<file path="src/rtl/pfs_pkg.sv">
package pfs_pkg;
  localparam int CMD_W = 5;
  typedef logic [CMD_W-1:0] cmd_t;
  localparam cmd_t CMD_NOP        = 5'h00;
  localparam cmd_t CMD_STORE_BASE = 5'h01;
  localparam cmd_t CMD_POST_MEM   = 5'h08;
endpackage

</file>
<file path="src/rtl/pfs_ctrl.sv">
module pfs_ctrl #(
  parameter int LINE_QW = 4,
  localparam int QW_W = $clog2(LINE_QW)
) (
  input  logic            clk,
  input  logic            rst,
  input  logic            start_i,
  input  logic [QW_W-1:0] start_qw_i,
  input  logic            linear_i,
  input  logic            wr_hit_i,
  output logic            active_o,
  output logic [QW_W-1:0] beat_o,
  output logic [QW_W-1:0] base_o,
  output logic            linear_o,
  output logic            wr_o,
  output logic            last_o
);
  localparam logic [QW_W-1:0] TOP = QW_W'(LINE_QW - 1);

  logic            active_q;
  logic [QW_W-1:0] beat_q, base_q;
  logic            lin_q, wr_q;

  // linear bursts stop at the line end; interleaved bursts cover the line
  assign last_o = lin_q ? (beat_q == TOP - base_q) : (beat_q == TOP);

  always_ff @(posedge clk) begin
    if (rst) begin
      active_q <= 1'b0;
      beat_q   <= '0;
      base_q   <= '0;
      lin_q    <= 1'b0;
      wr_q     <= 1'b0;
    end else if (!active_q) begin
      if (start_i) begin
        active_q <= 1'b1;
        beat_q   <= '0;
        base_q   <= start_qw_i;
        lin_q    <= linear_i;
        wr_q     <= wr_hit_i;
      end
    end else if (last_o) begin
      active_q <= 1'b0;
    end else begin
      beat_q <= beat_q + 1'b1;
    end
  end

  assign active_o = active_q;
  assign beat_o   = beat_q;
  assign base_o   = base_q;
  assign linear_o = lin_q;
  assign wr_o     = wr_q;

  AST_HOLD_ACTIVE: assert property (@(posedge clk) disable iff (rst)
    active_q && !last_o |=> active_q);
  AST_START_IGNORED: assert property (@(posedge clk) disable iff (rst)
    active_q && start_i |=> $stable(base_q) && $stable(lin_q) && $stable(wr_q));
endmodule

</file>
<file path="src/rtl/pfs_addr_gen.sv">
module pfs_addr_gen #(
  parameter int LINE_QW = 4,
  localparam int QW_W = $clog2(LINE_QW)
) (
  input  logic [QW_W-1:0] base_i,
  input  logic [QW_W-1:0] beat_i,
  input  logic            linear_i,
  output logic [QW_W-1:0] qw_o
);
  logic [QW_W-1:0] ilv, lin;

  genvar b;
  generate
    for (b = 0; b < QW_W; b++) begin : g_ilv
      assign ilv[b] = base_i[b] ^ beat_i[b];
    end
  endgenerate

  // never overflows: the burst ends before passing the top quadword
  assign lin  = base_i + beat_i;
  assign qw_o = linear_i ? lin : ilv;
endmodule

</file>
<file path="src/rtl/pfs_cmd_map.sv">
module pfs_cmd_map
  import pfs_pkg::*;
#(
  parameter int LINE_QW = 4,
  localparam int QW_W = $clog2(LINE_QW)
) (
  input  logic [QW_W-1:0] qw_i,
  input  logic [QW_W-1:0] base_i,
  input  logic            wr_i,
  output cmd_t            cmd_o
);
  logic [QW_W-1:0] entry;
  assign entry = qw_i - base_i;

  always_comb begin
    if (wr_i)               cmd_o = CMD_POST_MEM;
    else if (qw_i < base_i) cmd_o = CMD_NOP;
    else                    cmd_o = CMD_STORE_BASE + cmd_t'(entry);
  end
endmodule

</file>
<file path="src/rtl/prefetch_fill_seq.sv">
module prefetch_fill_seq
  import pfs_pkg::*;
#(
  parameter int LINE_QW = 4,
  localparam int QW_W = $clog2(LINE_QW)
) (
  input  logic            clk,
  input  logic            rst,
  input  logic            start_i,
  input  logic [QW_W-1:0] start_qw_i,
  input  logic            linear_i,
  input  logic            wr_hit_i,
  output logic            beat_valid_o,
  output logic [QW_W-1:0] qw_addr_o,
  output logic [CMD_W-1:0] cmd_o,
  output logic            done_o,
  output logic            busy_o
);
  logic            active, lin, wr, last;
  logic [QW_W-1:0] beat, base, qw;
  cmd_t            cmd;

  pfs_ctrl #(.LINE_QW(LINE_QW)) u_ctrl (
    .clk(clk), .rst(rst), .start_i(start_i), .start_qw_i(start_qw_i),
    .linear_i(linear_i), .wr_hit_i(wr_hit_i), .active_o(active),
    .beat_o(beat), .base_o(base), .linear_o(lin), .wr_o(wr), .last_o(last)
  );

  pfs_addr_gen #(.LINE_QW(LINE_QW)) u_addr (
    .base_i(base), .beat_i(beat), .linear_i(lin), .qw_o(qw)
  );

  pfs_cmd_map #(.LINE_QW(LINE_QW)) u_map (
    .qw_i(qw), .base_i(base), .wr_i(wr), .cmd_o(cmd)
  );

  always_ff @(posedge clk) begin
    if (rst || !active) begin
      beat_valid_o <= 1'b0;
      qw_addr_o    <= '0;
      cmd_o        <= CMD_NOP;
      done_o       <= 1'b0;
    end else begin
      beat_valid_o <= 1'b1;
      qw_addr_o    <= qw;
      cmd_o        <= cmd;
      done_o       <= last;
    end
  end

  assign busy_o = active;

  AST_IDLE_NOP: assert property (@(posedge clk) disable iff (rst)
    !beat_valid_o |-> cmd_o == CMD_NOP && qw_addr_o == '0);
  AST_DONE_IN_BEAT: assert property (@(posedge clk) disable iff (rst)
    done_o |-> beat_valid_o);
  AST_FIRST_BEAT: assert property (@(posedge clk) disable iff (rst)
    $rose(busy_o) |=> beat_valid_o);
  AST_DONE_FREES: assert property (@(posedge clk) disable iff (rst)
    done_o |-> !busy_o);
endmodule

</file>
<file path="config.mk">
export PLATFORM = sky130hd
export DESIGN_NAME = prefetch_fill_seq
export DESIGN_NICKNAME = d
export VERILOG_FILES = /design/src/rtl/pfs_pkg.sv /design/src/rtl/pfs_ctrl.sv /design/src/rtl/pfs_addr_gen.sv /design/src/rtl/pfs_cmd_map.sv /design/src/rtl/prefetch_fill_seq.sv
export SDC_FILE = /design/constraint.sdc
export NUM_CORES = 1
export LEC_CHECK = 0
export BUFFER_PORTS_ARGS = -buffer_cell sky130_fd_sc_hd__buf_4
export CORE_UTILIZATION = 48
export DETAILED_ROUTE_END_ITERATION = 7
export PLACE_DENSITY = 0.77
export SETUP_SLACK_MARGIN = 0.5
export SLEW_MARGIN = 20
export SYNTH_ARGS = -nofsm -noshare
export SYNTH_HDL_FRONTEND = slang
export SYNTH_SLANG_ARGS = --single-unit
</file>
<file path="constraint.sdc">
create_clock -name clk -period 2.25 [get_ports clk]
set_clock_uncertainty 0.15 [all_clocks]
set_input_delay 0.225 -clock clk [delete_from_list [all_inputs] [get_ports clk]]
set_output_delay 0.225 -clock clk [all_outputs]
set_load 0.05 [all_outputs]
</file>
==> run metrics <==
total iterations of the first detailed-routing run=4; Setup crit end kind=flip-flop; largest net degree at the start of global routing=10; HP Class=input pin to flip-flop; DRT Wirelength=1230 um; fin. max-slew vios=0; most frequent cells in the layout=20 x buf_4, 11 x dfxtp_1, 9 x nand2_1; layout cells sized above 1=39.3%; Clock power frac=27.4%; most frequent CP cell=ha_4; worst-case clock buffer depth=2; net switching power=0.000173 W; Num CTS Buffers=3; complex-gate fraction of the synthesized area=11.6%; worst setup path category=flip-flop to flip-flop; Worst VDD drop=422 uV; IO Pins=17; initial antenna violation count=0; WL per Instance=11.9 um; CP top delay family=adder cells; Clk Latency, worst-skew pair=0.28 ns; P&R area growth vs syn=41.8%; Routed Antenna Nets=0; Post-route DRC=0; Leak=0.385 nW; core area=0.00116 mm2; Clock transition at path regs=0.10 ns; H-tree depth=1; Worst Path Required=2.28 ns; DIE WIDTH=38.2 um; WHS=0.0224 ns; post-synthesis adder-cell area fraction=7.17%; final hold violations=0; Synth Area in Simple Gates=21.7%; Power per Cell Area=640 mW/mm2; Buf/Inv on CP=1; total vias in the final route=512; CTS root buffer=clkbuf_4; final setup fails=0; synth unique cells=29; DR vias/cell=4.97; startpoint types=flip-flop; DIE AREA=0.00146 mm2; synth warn=0; post-synthesis cell count=66; Post-Syn Area per Cell=9.52 um2; Seq pwr share=50.9%; IO Port Bufs=15; nets=100; XOR/XNOR Fraction of Synth Area=4.18%; Die H=38.2 um; crit-path cells=ha_4 -> nand2_2 -> xnor2_2 -> fa_1 -> inv_2 -> ha_4 -> and2_1; outcome=finished clean; sequential area share after synthesis=47.8%; largest family of logic cells by synthesized area=simple AND/OR/NAND/NOR gates; TritonCTS clock tree=done; mux cell area share after synthesis=3.39%; Max FO, Critical Path=2; fmax=543 MHz; RSZ-0062 raised after global routing=true; leading cell type in the layout, fill and taps excluded=buf_4; syn_nets=76; Initial Util=54.3%; #FFs+latches synth=15; DP HPWL=841 um; post-synthesis instance area=628 um2; Sw Share=30.3%; fillers=81; Sink Count=15; GRT Total Usage=21.5%; vias in the first global route=466; grt total ovfl=0; first-pass GRT wire length=2030 um; Internal=0.000397 W; Worst path max stage delay=0.51 ns; number of DRC markers in iteration 0=7; Data arrival, critical path=1.88 ns; Max Cap Violations=0; TNS Setup=0 ns; final cycle utilization of the critical path=81.9%; antenna cell count=0; Logic pwr share=21.7%; Final GP Congestion=0.764; slowest stage cell, crit path=fa_1; Tmin final=1.84 ns; # rows=12
worst min-delay path, stage by stage:
cell and delay, ns:
buf_4 0.11, nand2_1 0.05, a21oi_1 0.05
final timing paths:
kind,startpoint,end,slack [ns],depth (start not counted)
max,u_ctrl.beat_o[0]$_SDFFE_PP0P_,cmd_o[1]$_SDFF_PP0_,0.41,7
min,start_qw_i[1],u_ctrl.base_o[1]$_SDFFE_PP0P_,0.02,3
max reg2reg,u_ctrl.beat_o[0]$_SDFFE_PP0P_,cmd_o[1]$_SDFF_PP0_,0.41,7
min reg2reg,u_ctrl.wr_o$_SDFFE_PP0P_,cmd_o[0]$_SDFF_PP0_,0.35,1
Yosys cell counts:
| master | n | share of area, % |
|---|---|---|
| ha_1 | 2 | 4.0 |
| nor2_1 | 4 | 2.4 |
| o21ai_0 | 1 | 0.80 |
| a31oi_1 | 1 | 1.0 |
| nand3b_1 | 1 | 1.2 |
| nand2b_1 | 1 | 1.0 |
| nor4bb_1 | 1 | 1.6 |
| nand2_1 | 10 | 6.0 |
| mux2i_1 | 1 | 1.6 |
| nor4_1 | 1 | 1.0 |
| mux2_1 | 1 | 1.8 |
| nor2b_1 | 1 | 1.0 |
| xor2_1 | 1 | 1.4 |
| and2_1 | 4 | 4.0 |
| nor3_1 | 2 | 1.6 |
| xnor2_1 | 2 | 2.8 |
| a22oi_1 | 1 | 1.2 |
| clkbuf_1 | 1 | 0.60 |
| buf_4 | 1 | 1.2 |
| fa_1 | 1 | 3.2 |
| o2bb2ai_1 | 1 | 1.4 |
| inv_1 | 3 | 1.8 |
| a21oi_1 | 4 | 3.2 |
| dfxtp_1 | 15 | 48 |
| nand3_1 | 1 | 0.80 |
| conb_1 | 1 | 0.60 |
| o21ba_1 | 1 | 1.6 |
| a311oi_2 | 1 | 2.4 |
| nor3b_1 | 1 | 1.2 |
layout make-up:
| class | count | area (um2) | area share, % |
|---|---|---|---|
| Tap cell | 14 | 17.5 | 1.97 |
| Sequential cell | 15 | 315 | 35.4 |
| Clock inverter | 1 | 5.00 | 0.562 |
| Inverter | 3 | 11.3 | 1.26 |
| Multi-Input combinational cell | 46 | 359 | 40.3 |
| Clock buffer | 3 | 22.5 | 2.53 |
| Timing Repair Buffer | 21 | 160 | 18.0 |
state kept, by name, summed over array words and instances, names as in the netlist:
register         flops
done_o               1
u_ctrl.active_o      1
u_ctrl.beat_o        2
u_ctrl.wr_o          1
u_ctrl.linear_o      1
qw_addr_o            2
cmd_o                4
u_ctrl.base_o        2
beat_valid_o         1
logic make-up (layout without fill, tap and decap cells):
kind of cell               count (synthesis)  in the layout
other                                      1              1
AOI/OAI and AO/OA                         10             10
muxes                                      2              2
buffers and inverters                      5             28
adders and majority gates                  3              3
DFF                                       15             15
and+or+nand+nor                           27             27
xor gates and xnor gates                   3              3
metrics by stage:
stage               total power [W]  instances  setup slack, ns  util, %  cell area (um2)
floorplan                  0.000371         66            0.393        -              668
global placement           0.000397         93            0.346     68.1              787
detailed placement         0.000401         93            0.299     68.1              787
CTS                        0.000570        102            0.379     76.2              881
global route               0.000595        103            0.371     77.1              891
finish                     0.000570        103            0.408     77.1              891
timing repair:
action | in CTS | in global routing
resized for setup | 6 | 1
pin swaps | 4 | 4
gates cloned | 0 | 0
setup endpoints to repair | 2 | 3
hold endpoints to repair | 2 | 0
buffers inserted | 4 | 1
hold buffers | 1 | 0
power by group through the flow:
stage | Clock, W | Sequential [W] | Combinational [W]
2_1_floorplan | 0 | 0.000320 | 0.0000506
3_3_place_gp | 0 | 0.000301 | 0.0000964
3_5_place_dp | 0 | 0.000301 | 0.0000996
4_1_cts | 0.000158 | 0.000292 | 0.000120
5_1_grt | 0.000168 | 0.000292 | 0.000134
6_report | 0.000156 | 0.000290 | 0.000124
metal layers:
layer / GRT usage, % / part of all wire (%) / vias up
met5: 0 / 0 / -
met1: 25.6 / 48 / 226
met4: 13.4 / 1.5 / 0
met2: 34.3 / 47 / 13
li1: - / - / 269
met3: 5.23 / 2.8 / 4
Power figures use the tool's default switching activity.
